### src/rtl/dmac_pkg.sv
// Shared constants and the mode record for the DMA register file.
// Assumes four channels, 16-bit words and a 4-bit port address.
package dmac_pkg;
    localparam int NCH    = 4;
    localparam int WORD_W = 16;

    // Mode fields as stored (bits [7:2] of the mode byte).
    typedef struct packed {
        logic [1:0] xfer;      // 00 demand, 01 single, 10 block, 11 cascade
        logic       down;      // address decrement
        logic       autoinit;  // reload from base on terminal count
        logic [1:0] dir;       // 01 write, 10 read
    } mode_t;

    localparam int MODE_W = $bits(mode_t);

    localparam logic [3:0] PORT_STATUS = 4'h8;
    localparam logic [3:0] PORT_SMASK  = 4'h9;
    localparam logic [3:0] PORT_MODE   = 4'hA;
    localparam logic [3:0] PORT_PTRCLR = 4'hB;
    localparam logic [3:0] PORT_AMASK  = 4'hC;
endpackage

### src/rtl/dmac_hostif.sv
// Host port decoder and the shared low/high byte pointer.
// Turns single-cycle strobes into per-channel write enables.
// Assumes ports 0..7 are channel words and strobes last one cycle.
module dmac_hostif #(
    parameter int NCH = dmac_pkg::NCH
) (
    input  logic           clk,
    input  logic           rst_n,
    input  logic           io_cs,
    input  logic           io_wr,
    input  logic           io_rd,
    input  logic [3:0]     io_addr,
    input  logic [1:0]     sel_field,
    output logic           byte_hi,
    output logic [NCH-1:0] addr_we,
    output logic [NCH-1:0] cnt_we,
    output logic [NCH-1:0] mode_we,
    output logic           smask_we,
    output logic           amask_we,
    output logic           status_rd
);
    logic wr_s, rd_s, word_acc, ptr_clr;

    assign wr_s      = io_cs && io_wr;
    assign rd_s      = io_cs && io_rd;
    assign word_acc  = (wr_s || rd_s) && !io_addr[3];
    assign ptr_clr   = wr_s && (io_addr == dmac_pkg::PORT_PTRCLR);
    assign smask_we  = wr_s && (io_addr == dmac_pkg::PORT_SMASK);
    assign amask_we  = wr_s && (io_addr == dmac_pkg::PORT_AMASK);
    assign status_rd = rd_s && (io_addr == dmac_pkg::PORT_STATUS);

    // Per-channel write enables for address, count and mode.
    for (genvar g = 0; g < NCH; g++) begin : g_dec
        assign addr_we[g] = wr_s && !io_addr[3] && (io_addr[2:1] == 2'(g)) && !io_addr[0];
        assign cnt_we[g]  = wr_s && !io_addr[3] && (io_addr[2:1] == 2'(g)) &&  io_addr[0];
        assign mode_we[g] = wr_s && (io_addr == dmac_pkg::PORT_MODE) && (sel_field == 2'(g));
    end

    // Byte pointer: cleared by the dedicated port, toggled by word accesses.
    always_ff @(posedge clk) begin
        if (!rst_n)        byte_hi <= 1'b0;
        else if (ptr_clr)  byte_hi <= 1'b0;
        else if (word_acc) byte_hi <= !byte_hi;
    end
endmodule

### src/rtl/dmac_channel.sv
// One channel: base and current address/count, mode, stepping.
// Host writes load a byte into base and make current equal to base.
// Assumes WORD_W is 16 (two byte lanes) and step is one cycle.
module dmac_channel #(
    parameter int WORD_W = dmac_pkg::WORD_W,
    parameter int MODE_W = dmac_pkg::MODE_W
) (
    input  logic              clk,
    input  logic              rst_n,
    input  logic              addr_we,
    input  logic              cnt_we,
    input  logic              byte_hi,
    input  logic [7:0]        wdata,
    input  logic              mode_we,
    input  logic              step,
    output logic [WORD_W-1:0] base_addr,
    output logic [WORD_W-1:0] base_cnt,
    output logic [WORD_W-1:0] cur_addr,
    output logic [WORD_W-1:0] cur_cnt,
    output logic [MODE_W-1:0] mode_bits,
    output logic              autoinit,
    output logic              tc
);
    dmac_pkg::mode_t mode_q;
    logic [WORD_W-1:0] addr_wr, cnt_wr;

    // Merge the incoming byte into the lane the pointer selects.
    function automatic logic [WORD_W-1:0] put_byte(input logic [WORD_W-1:0] w,
                                                   input logic hi, input logic [7:0] b);
        logic [WORD_W-1:0] r;
        r = w;
        if (hi) r[WORD_W-1:8] = b;
        else    r[7:0]        = b;
        return r;
    endfunction

    assign addr_wr   = put_byte(base_addr, byte_hi, wdata);
    assign cnt_wr    = put_byte(base_cnt,  byte_hi, wdata);
    assign tc        = step && (cur_cnt == '0);
    assign autoinit  = mode_q.autoinit;
    assign mode_bits = mode_q;

    // Base registers: change only on host writes.
    always_ff @(posedge clk) begin
        if (!rst_n) begin
            base_addr <= '0;
            base_cnt  <= '0;
        end else begin
            if (addr_we) base_addr <= addr_wr;
            if (cnt_we)  base_cnt  <= cnt_wr;
        end
    end

    // Current address: host write, reload on auto-init TC, or step.
    always_ff @(posedge clk) begin
        if (!rst_n)                     cur_addr <= '0;
        else if (addr_we)               cur_addr <= addr_wr;
        else if (tc && mode_q.autoinit) cur_addr <= base_addr;
        else if (step && mode_q.down)   cur_addr <= cur_addr - 1'b1;
        else if (step)                  cur_addr <= cur_addr + 1'b1;
    end

    // Current count: host write, reload on auto-init TC, or step down.
    always_ff @(posedge clk) begin
        if (!rst_n)                     cur_cnt <= '0;
        else if (cnt_we)                cur_cnt <= cnt_wr;
        else if (tc && mode_q.autoinit) cur_cnt <= base_cnt;
        else if (step)                  cur_cnt <= cur_cnt - 1'b1;
    end

    // Mode register: loaded from data bits [7:2].
    always_ff @(posedge clk) begin
        if (!rst_n)       mode_q <= '0;
        else if (mode_we) mode_q <= wdata[7:2];
    end
endmodule

### src/rtl/dmac_regfile.sv
// Top of the DMA register file: decoder, channels, mask, status, read mux.
// Assumes NCH <= 4 so that status and mask fit one byte.
module dmac_regfile #(
    parameter int NCH    = dmac_pkg::NCH,
    parameter int WORD_W = dmac_pkg::WORD_W,
    parameter int MODE_W = dmac_pkg::MODE_W
) (
    input  logic                  clk,
    input  logic                  rst_n,
    input  logic                  io_cs,
    input  logic                  io_wr,
    input  logic                  io_rd,
    input  logic [3:0]            io_addr,
    input  logic [7:0]            io_wdata,
    output logic [7:0]            io_rdata,
    output logic [NCH*WORD_W-1:0] ch_base_addr,
    output logic [NCH*WORD_W-1:0] ch_base_count,
    output logic [NCH-1:0]        ch_mask,
    output logic [NCH*MODE_W-1:0] ch_mode,
    input  logic [NCH-1:0]        ch_req,
    output logic [NCH-1:0]        ch_req_ok,
    input  logic [NCH-1:0]        ch_step,
    output logic [NCH-1:0]        ch_tc
);
    logic                  byte_hi, smask_we, amask_we, status_rd;
    logic [NCH-1:0]        addr_we, cnt_we, mode_we, autoinit;
    logic [NCH-1:0]        mask_nxt, tc_flags;
    logic [WORD_W-1:0]     cur_addr [NCH];
    logic [WORD_W-1:0]     cur_cnt  [NCH];
    logic [NCH*WORD_W-1:0] cur_cnt_flat;
    logic [WORD_W-1:0]     rd_word;
    logic [1:0]            rd_ch;

    dmac_hostif #(.NCH(NCH)) u_host (
        .clk(clk), .rst_n(rst_n), .io_cs(io_cs), .io_wr(io_wr), .io_rd(io_rd),
        .io_addr(io_addr), .sel_field(io_wdata[1:0]), .byte_hi(byte_hi),
        .addr_we(addr_we), .cnt_we(cnt_we), .mode_we(mode_we),
        .smask_we(smask_we), .amask_we(amask_we), .status_rd(status_rd)
    );

    for (genvar g = 0; g < NCH; g++) begin : g_ch
        dmac_channel #(.WORD_W(WORD_W), .MODE_W(MODE_W)) u_ch (
            .clk(clk), .rst_n(rst_n),
            .addr_we(addr_we[g]), .cnt_we(cnt_we[g]), .byte_hi(byte_hi),
            .wdata(io_wdata), .mode_we(mode_we[g]), .step(ch_step[g]),
            .base_addr(ch_base_addr[g*WORD_W +: WORD_W]),
            .base_cnt(ch_base_count[g*WORD_W +: WORD_W]),
            .cur_addr(cur_addr[g]), .cur_cnt(cur_cnt[g]),
            .mode_bits(ch_mode[g*MODE_W +: MODE_W]),
            .autoinit(autoinit[g]), .tc(ch_tc[g])
        );
        assign cur_cnt_flat[g*WORD_W +: WORD_W] = cur_cnt[g];
    end

    assign ch_req_ok = ch_req & ~ch_mask;

    // Next mask: all-mask write, then single write, then TC auto-mask.
    always_comb begin
        mask_nxt = ch_mask;
        if (amask_we) mask_nxt = io_wdata[NCH-1:0];
        for (int i = 0; i < NCH; i++) begin
            if (smask_we && (io_wdata[1:0] == 2'(i))) mask_nxt[i] = io_wdata[2];
        end
        mask_nxt = mask_nxt | (ch_tc & ~autoinit);
    end

    // Mask register: every channel masked out of reset.
    always_ff @(posedge clk) begin
        if (!rst_n) ch_mask <= '1;
        else        ch_mask <= mask_nxt;
    end

    // Terminal-count flags: cleared by a status read, a new TC wins.
    always_ff @(posedge clk) begin
        if (!rst_n) tc_flags <= '0;
        else        tc_flags <= (status_rd ? '0 : tc_flags) | ch_tc;
    end

    assign rd_ch   = io_addr[2:1];
    assign rd_word = io_addr[0] ? cur_cnt[rd_ch] : cur_addr[rd_ch];

    // Read data: current word byte, status or mask, else zero.
    always_comb begin
        io_rdata = '0;
        if (io_cs && io_rd) begin
            if (!io_addr[3])
                io_rdata = byte_hi ? rd_word[WORD_W-1:8] : rd_word[7:0];
            else if (io_addr == dmac_pkg::PORT_STATUS)
                io_rdata = {4'(ch_req_ok), 4'(tc_flags)};
            else if (io_addr == dmac_pkg::PORT_AMASK)
                io_rdata = {4'b0000, 4'(ch_mask)};
        end
    end
endmodule


### config.mk
export PLATFORM = sky130hd
export DESIGN_NAME = dmac_regfile
export DESIGN_NICKNAME = d
export VERILOG_FILES = /design/src/rtl/dmac_pkg.sv /design/src/rtl/dmac_hostif.sv /design/src/rtl/dmac_channel.sv /design/src/rtl/dmac_regfile.sv
export SDC_FILE = /design/constraint.sdc
export NUM_CORES = 1
export LEC_CHECK = 0
export ABC_CLOCK_PERIOD_IN_PS = 6400
export BUFFER_PORTS_ARGS = -buffer_cell sky130_fd_sc_hd__clkbuf_2
export CAP_MARGIN = 20
export CORE_MARGIN = 2
export CORE_UTILIZATION = 40
export CTS_CLUSTER_DIAMETER = 150
export DETAILED_ROUTE_END_ITERATION = 10
export SLEW_MARGIN = 20
export SYNTH_ARGS = -nofsm -noshare
export SYNTH_HDL_FRONTEND = slang
export SYNTH_SLANG_ARGS = --single-unit
### constraint.sdc
create_clock -name clk -period 6.4 [get_ports clk]
set_input_delay 1.28 -clock clk [delete_from_list [all_inputs] [get_ports clk]]
set_output_delay 1.28 -clock clk [all_outputs]
set_load 0.02 [all_outputs]
## Yosys cells after proc, flatten, opt, wreduce, memory -nomap -nowiden

Cells that the tools add are included.
W data, S select, Z words.

| storage, ports and cells | value |
|---|---|
| bits in read-only memories | 0 |
| memories kept | 0 |
| flip-flop bits (word level) | 289 |
| output and inout bits | 172 |
| memory bits (writable) | 0 |
| input port bits | 25 |
| bits in latches | 0 |
| logic and storage cells | 189 |

| operators by class | value |
|---|---|
| $add $sub $neg | 12 |
| shift operators | 0 |
| reductions and logical operators | 60 |
| multipliers | 0 |
| bitwise gates (word level) | 8 |
| equal/unequal tests | 11 |
| mux-type cells | 62 |
| divide/modulo/power cells | 0 |
| $lt $le $gt $ge | 1 |

Operators by type and width:

| cell | count |
|---|---|
| $mux W16 | 33 |
| $mux W8 | 20 |
| $sub A16 B1 Y16 const B | 8 |
| $add A16 B1 Y16 const B | 4 |
| $bmux W16 S2 | 2 |
| $logic_not A16 Y1 | 4 |
| $logic_and A1 B1 Y1 | 41 |
| $eq A4 B4 Y1 const B | 5 |
| $reduce_bool A4 Y1 | 4 |
| $mux W4 | 3 |
| $reduce_bool A3 Y1 | 4 |
| $and A4 B4 Y4 | 2 |
| $eq A2 B2 Y1 const B | 4 |
| $not A4 Y4 | 2 |
| $or A4 B4 Y4 | 2 |
| $eq A2 B1 Y1 const B | 2 |
| $logic_not A2 Y1 | 2 |
| $mux W1 | 4 |
| $ge A3 B3 Y1 const B | 1 |
| $logic_not A1 Y1 | 3 |
| $not A2 Y3 | 1 |
| $reduce_or A2 Y1 | 1 |
| $logic_or A1 B1 Y1 | 1 |
| $not A1 Y1 | 1 |

## Logic depth before layout (Yosys ltp)

Gate-level depths: netlist of the first run.

| depth | value |
|---|---|
| word-level depth | 8 |
| gate-level depth with buffers | 12 |
| gate-level depth less buffers | 9 |

## By module

Synthesis of the first run repeated with hierarchy kept, for this count alone.

| unflattened totals | value |
|---|---|
| cell total of the unflattened synthesis | 2516 |
| area total of the unflattened synthesis | 19125.8 µm² |

By module, submodules not included:

| module | area each (µm²) | sequential area each (µm²) | cells each | instances |
|---|---|---|---|---|
| dmac_channel (g_ch[1].u_ch ...) | 4371.7 | 1401.3 | 591 | 3 |
| dmac_channel (g_ch[0].u_ch) | 4245.3 | 1401.3 | 562 | 1 |
| dmac_regfile | 1571.5 | 160.2 | 146 | 1 |
| dmac_hostif | 193.9 | 20.0 | 35 | 1 |

## Worst setup path after synthesis of the first run

Ideal clock, no wire load.

| timing | value |
|---|---|
| path type | input to output |
| start | input io_addr[2] |
| end | output io_rdata[2] |
| slack | 2.046 ns |
| arrival time | 3.074 ns |
| stages on the path | 7 |
| data required time | 5.120 ns |
| buffers on the path | 3 |
| path through | buf_2 -> buf_2 -> buf_1 -> mux4_2 -> mux4_2 -> a21oi_1 -> nor2_1 |

| on the way | value |
|---|---|
| word-level cells in the longest chain between the ends | 8 |
| elaborated cells on any way between the ends | 15 |
| classes of those cells | 2 x eq/ne; 12 x mux; 1 x bitwise |

RTL lines:

| what | line | text |
|---|---|---|
| start: declaration | dmac_regfile.sv:13 | `input logic [3:0] io_addr,` |
| $not A2 Y3 (implied by the code) | dmac_regfile.sv:80 | `assign rd_word = io_addr[0] ? cur_cnt[rd_ch] : cur_addr[rd_ch];` |
| $bmux W16 S2 | dmac_regfile.sv:80 |  |
| $mux W16 (implied by the code) (2 in series) | dmac_regfile.sv:80 |  |
| $mux W16 | dmac_regfile.sv:80 |  |
| $mux W8 | dmac_regfile.sv:87 | `io_rdata = byte_hi ? rd_word[WORD_W-1:8] : rd_word[7:0];` |
| $mux W8 (*) | dmac_regfile.sv:86 | `if (!io_addr[3])` |
| $mux W8 (*) | dmac_regfile.sv:85 | `if (io_cs && io_rd) begin` |
| end: declaration | dmac_regfile.sv:15 | `output logic [7:0] io_rdata,` |

Every way passes the cells marked *; elsewhere a longest branch is shown, timed or not. The select of a mux whose other input is x is not followed.

## Worst setup path after layout of the first run

| timing | value |
|---|---|
| start | input io_addr[1] |
| end | output io_rdata[5] |

The elaborated chain is that of the path after synthesis.

==> results.yml, run 1 <==
timing:
  maxSlewHeadroom_pct: 21.7
  drv_slew: 0
  finalSetupTns_ns: 0
  tightest_slew_ns: 1.17
  finalSetupViolCount: 0
  finalCriticalPeriod_ns: 5.11
  final.setup_skew_ns: 0.0134
  finalCritPeriodShare_pct: 79.8
  rsz0062_at_grt: "no"
  hold_viol_final: 0
  fmax_ghz: 0.196
final_layout:
  area_growth_pct: 11.9
  final_cells: 3101
  drive_gt1_share_pct: 15.2
  final_nets: 2504
synth:
  synth_top_area_share_pct: 30.9
  synth_cells: 2435
  synth_most_common_cell: "dfxtp_1"
  syn_area_sq_mm: 0.0187
  synth_fp_nets: 2472
  yosysUniqueCellTypes: 88
  synth_commonest_cells: "dfxtp_1 (289), nand2_1 (268), nor2_1 (235)"
  synthArstFlopShare_pct: 0
  avgSynthCellArea_sq_um: 7.68
  ys_seq_elements: 289
  synth_area_leaders: "dfxtp_1 (31%), a21oi_1 (5.6%), nand2_1 (5.4%)"
  synth-edff-count: 0
  yosysWarnings: 0
  yosysSeqAreaShare_pct: 30.9
  yosys.area.top_type: "dfxtp_1"
  dominantRegCellSynth: "dfxtp_1"
floorplan:
  die_w_microns: 220
  initial_utilization_pct: 40.4
  core_area_sq_mm: 0.0464
  rows: 79
  fp.dieArea_sq_mm: 0.0485
  dieHeight_microns: 220
  pin_count: 197
clock_network:
  post_cts_buffers: 0
  clk_latency_ns: 0.56
  cts_buffer_depth: 3
  hold_buffers: 0
  clock-sinks: 289
  cts_tree: "yes"
  clk_pin_slew_ns: 0.06
  cts_resized: 0
  cts_max_level: 2
  numCtsBuffers: 35
  root_buffer: "clkbuf_16"
route:
  first_pass_iters: 6
  routed_via_density: 6.63
  ant_nets: 0
  routed_wirelength_mm: 83.4
  num_vias: 20600
  wl_per_cell_microns: 26.9
  first_iter_violations: 2471
  post-route-drc-count: 0
worst_setup_path:
  crit_path_max_fanout: 31
  reg2regPathDepth: 9
  crit_type: "input port to output port"
  r2r-end: "g_ch[1].u_ch.cur_addr[12]$_SDFFE_PN0P_"
  endpoint_kind: "output port"
  arrival_ns: 3.83
  critPathLaunch: "io_addr[1]"
  reg2reg_from: "g_ch[1].u_ch.mode_bits[3]$_SDFFE_PN0P_"
  crit_end: "io_rdata[5]"
  crit_path_start_kind: "input port"
  crit_required_ns: 5.12
  reg2reg_slack_ns: 3.15
global_route:
  grt_max_degree: 114
  overflow: 0
  grt_pass1_wl_mm: 122
  grt_pass1_vias: 18500
  grt_antenna_before_repair: 5
  grtUsageTotal_pct: 33.4
power:
  total_power_w: 0.00488
  power.density_mw_per_mm2: 233
  p_leak_nw: 7.91
  vdd_drop_max_mv: 0.151
worst_hold_path:
  min_path_type: "register to register"
placed_design:
  gp_congestion: 0.976
  hpwl_mm: 57.3
  place_inst: 3037
  io_buffers: 196
run_status:
  status: "completed"
run:
  drv_cap: 0
==> layout make-up <==
cell class / instances / area, sq um
clock inverters: 8 / 72.6
multi-input cells: 1847 / 11700
diodes: 4 / 10.0
inverters: 62 / 238
flip-flops and latches: 289 / 5790
fillers: 4564 / 25400
well taps: 607 / 759
clock buffers: 52 / 1080
repair buffers: 232 / 1260
==> sequential cells by signal, summed over array words and instances (netlist names) <==
signal               flops
g_ch.u_ch.base_addr     64
u_host.byte_hi           1
g_ch.u_ch.mode_bits     20
g_ch.u_ch.autoinit       4
tc_flags                 4
g_ch.u_ch.base_cnt      64
ch_mask                  4
g_ch.u_ch.cur_cnt       64
g_ch.u_ch.cur_addr      64
==> worst min-delay path by stage <==
| stage | from | to | slack (ns) | cells past startpoint |
|---|---|---|---|---|
| after floorplan | tc_flags[0]$_SDFF_PN0_ | tc_flags[0]$_SDFF_PN0_ | 0.44 | 2 |
| after global placement | tc_flags[0]$_SDFF_PN0_ | tc_flags[0]$_SDFF_PN0_ | 0.45 | 2 |
| after detailed placement | tc_flags[0]$_SDFF_PN0_ | tc_flags[0]$_SDFF_PN0_ | 0.45 | 2 |
| after CTS | tc_flags[0]$_SDFF_PN0_ | tc_flags[0]$_SDFF_PN0_ | 0.46 | 2 |
| after global routing | tc_flags[1]$_SDFF_PN0_ | tc_flags[1]$_SDFF_PN0_ | 0.48 | 2 |
| final | tc_flags[0]$_SDFF_PN0_ | tc_flags[0]$_SDFF_PN0_ | 0.46 | 2 |
==> critical path, cell delays in order <==
cell	delay, ns
clkbuf_2	0.50
nor2_1	0.41
nand2_1	0.21
or3_1	0.55
o32ai_1	0.58
clkbuf_2	0.28
==> kinds of logic after synthesis <==
group / Yosys count / share of synthesized area (%)
compound gates: 765 / 26.1
xor+xnor: 44 / 2.06
fa+ha+maj: 12 / 0.802
buf+inv: 299 / 6.57
flops: 289 / 30.9
mux: 144 / 10.5
simple gates: 882 / 23.1
==> cell usage in the layout, fill, tap and decap left out, types with 18 or more instances in the layout <==
master / count
inv_1: 58
clkbuf_16: 37
nand3_1: 79
buf_4: 35
nor2_1: 230
nor4_1: 37
mux2i_1: 96
clkbuf_2: 194
a21oi_1: 211
o21a_1: 23
o22ai_1: 34
a31oi_1: 43
o21ai_0: 190
a211oi_1: 34
mux4_2: 39
nand2_1: 268
and2_1: 18
and3_1: 27
dfxtp_1: 288
xnor2_1: 30
nand4_1: 34
a221oi_1: 39
nor3_1: 52
==> report_power, final <==
| group | internal [W] | switching [W] | total [W] |
|---|---|---|---|
| clock network | 0.00121 | 0.000844 | 0.00205 |
| logic | 0.000287 | 0.000498 | 0.000786 |
| registers | 0.00187 | 0.000178 | 0.00205 |
| total | 0.00336 | 0.00152 | 0.00488 |
==> layer usage <==
layer  vias to the layer above  track usage (%)  share of wire (%)
met2                      1137             50.9                 44
met3                       227             6.76                9.6
met5                         -                0              0.014
li1                       9108                -                  -
met4                         2             14.6                4.5
met1                     10100             45.8                 42
==> through the flow <==
step           setup slack (ns)  cell area [sq um]  util, %  hold WS [ns]
2_1_floorplan              2.05              18700        -         0.436
3_3_place_gp               1.32              19800     42.7         0.449
3_5_place_dp               1.28              19800     42.7         0.452
4_1_cts                    1.28              20900     45.2         0.460
5_1_grt                    1.12              20900     45.2         0.483
6_report                   1.29              20900     45.2         0.459
No activity file was read; power rests on OpenSTA's default activity.
==> inputs of run 2 (changes only) <==
--- a/config.mk
+++ b/config.mk
@@ -5,7 +5,7 @@
 export SDC_FILE = /design/constraint.sdc
 export NUM_CORES = 1
 export LEC_CHECK = 0
-export ABC_CLOCK_PERIOD_IN_PS = 6400
+export ABC_CLOCK_PERIOD_IN_PS = 4700
 export BUFFER_PORTS_ARGS = -buffer_cell sky130_fd_sc_hd__clkbuf_2
 export CAP_MARGIN = 20
 export CORE_MARGIN = 2
==> constraint.sdc (replaced) <==
create_clock -name clk -period 4.7 [get_ports clk]
set_input_delay 0.94 -clock clk [delete_from_list [all_inputs] [get_ports clk]]
set_output_delay 0.94 -clock clk [all_outputs]
set_load 0.02 [all_outputs]
==> results.yml, run 2 (synthesized netlist as in run 1, its figures left out) <==
route:
  first_pass_iters: 6
  routed_via_density: 6.55
  wl_met3_mm: 8.60
  wl_met2_mm: 36.2
  routed.top_layer: "met5"
  wl_per_cell_microns: 26.7
  post-route-drc-count: 0
  num_vias: 20500
  wirelength_met1_mm: 34.7
  routed_wirelength_mm: 83.6
  first_iter_violations: 2605
  ant_nets: 0
placed_design:
  place_inst: 3063
  gp_congestion: 1.00
  hpwl_mm: 58.6
  io_buffers: 196
global_route:
  grt_pass1_vias: 18700
  grtUsageTotal_pct: 33.8
  grt_antenna_before_repair: 11
  overflow: 0
  grt_max_degree: 86
  grt_pass1_wl_mm: 123
worst_setup_path:
  endpoint_kind: "output port"
  critPathLaunch: "io_addr[0]"
  crit_path_start_kind: "input port"
  crit_type: "input port to output port"
  slowest_delay_ns: 0.57
  path_cells: "clkbuf_2, nor2_1, nand2_1, or3_1, o32ai_1, clkbuf_2"
  crit_top_cell: "clkbuf_2"
  reg2reg_from: "g_ch[2].u_ch.mode_bits[3]$_SDFFE_PN0P_"
  crit_path_max_fanout: 18
  crit_path_top_delay_cell: "o32ai_1"
  arrival_ns: 3.26
  path_delay_family: "simple AND/OR/NAND/NOR gates"
  critPathBufInv: 2
  crit_required_ns: 3.76
final_layout:
  final_common_cell: "dfxtp_1"
  drive_gt1_share_pct: 15.9
  mostFrequentLayoutCells: "dfxtp_1 (288), nand2_1 (268), nor2_1 (232)"
  final_cells: 3129
  fillerInstances: 4590
  postLayoutCoreUtil_pct: 45.7
  area_growth_pct: 13.3
  final_nets: 2531
power:
  switching_power_w: 0.00210
  swShare_pct: 30.9
  p_leak_nw: 8.06
  power_frac_comb_pct: 15.9
  pwr-share-seq_pct: 40.8
  power.density_mw_per_mm2: 322
  total_power_w: 0.00682
  clock_power_share_pct: 43.3
  vdd_drop_max_mv: 0.298
  intPower_w: 0.00472
worst_hold_path:
  min_path_type: "register to register"
  hold_start: "tc_flags[0]$_SDFF_PN0_"
floorplan:
  rows: 79
  core_area_sq_mm: 0.0464
  initial_utilization_pct: 40.4
  dieHeight_microns: 220
  die_w_microns: 220
  pin_count: 197
  fp.dieArea_sq_mm: 0.0485
run:
  drv_cap: 0
clock_network:
  cts_tree: "yes"
  numCtsBuffers: 36
  cts_buffer_depth: 3
  clk_latency_ns: 0.58
  clock-sinks: 289
  clk_pin_slew_ns: 0.06
  cts_max_level: 2
  cts_resized: 0
  hold_buffers: 0
  post_cts_buffers: 0
  root_buffer: "clkbuf_16"
timing:
  finalCritPeriodShare_pct: 89.4
  hold_viol_final: 0
  whs_ns: 0.461
  tightest_slew_ns: 1.14
  final.setup_skew_ns: 0.0346
  finalSetupTns_ns: 0
  finalSetupViolCount: 0
  drv_slew: 0
  fmax_ghz: 0.238
  rsz0062_at_grt: "no"
  finalCriticalPeriod_ns: 4.20
  maxSlewHeadroom_pct: 23.7
run_status:
  status: "completed"
[run 2: layout make-up]
cell class	instances	area, sq um	area share, %
inverters	62	238	1.12
repair buffers	258	1470	6.94
multi-input cells	1847	11700	55.3
diodes	7	17.5	0.0826
flip-flops and latches	289	5790	27.3
well taps	607	759	3.58
clock buffers	46	998	4.71
clock inverters	13	211	0.997
[run 2: tightest hold or removal path: stages, from the launching register on]
cell and delay (ns):
dfxtp_1 0.31, nand2_1 0.05, a21oi_1 0.05
[run 2: path summary, 6_finish.rpt]
check	slack, ns	end	cells after the start
worst max register to register	1.56	g_ch[2].u_ch.cur_addr[14]$_SDFFE_PN0P_	9
worst min register to register	0.46	tc_flags[0]$_SDFF_PN0_	2
worst max-delay path	0.50	io_rdata[5]	6
worst min-delay path	0.46	tc_flags[0]$_SDFF_PN0_	2
[run 2: through the flow]
step / setup WS [ns] / area [sq um]
final: 0.498 / 21200
after floorplan: 1.03 / 18700
after detailed placement: 0.573 / 20000
after CTS: 0.574 / 21200
after global placement: 0.609 / 20000
after global routing: 0.502 / 21200
[run 2: power groups by stage]
stage	sequential, W	clock (W)	combinational (W)
2_1_floorplan	0.00269	0	0.000797
3_3_place_gp	0.00282	0	0.00104
3_5_place_dp	0.00282	0	0.00105
4_1_cts	0.00277	0.00297	0.00106
5_1_grt	0.00279	0.00307	0.00117
6_report	0.00278	0.00295	0.00109
[run 2: routing by layer]
metal / GRT usage, % / vias up
met5: 0 / -
met4: 17.4 / 6
met3: 7.15 / 238
met2: 50.2 / 1225
met1: 46.0 / 9885
li1: - / 9149
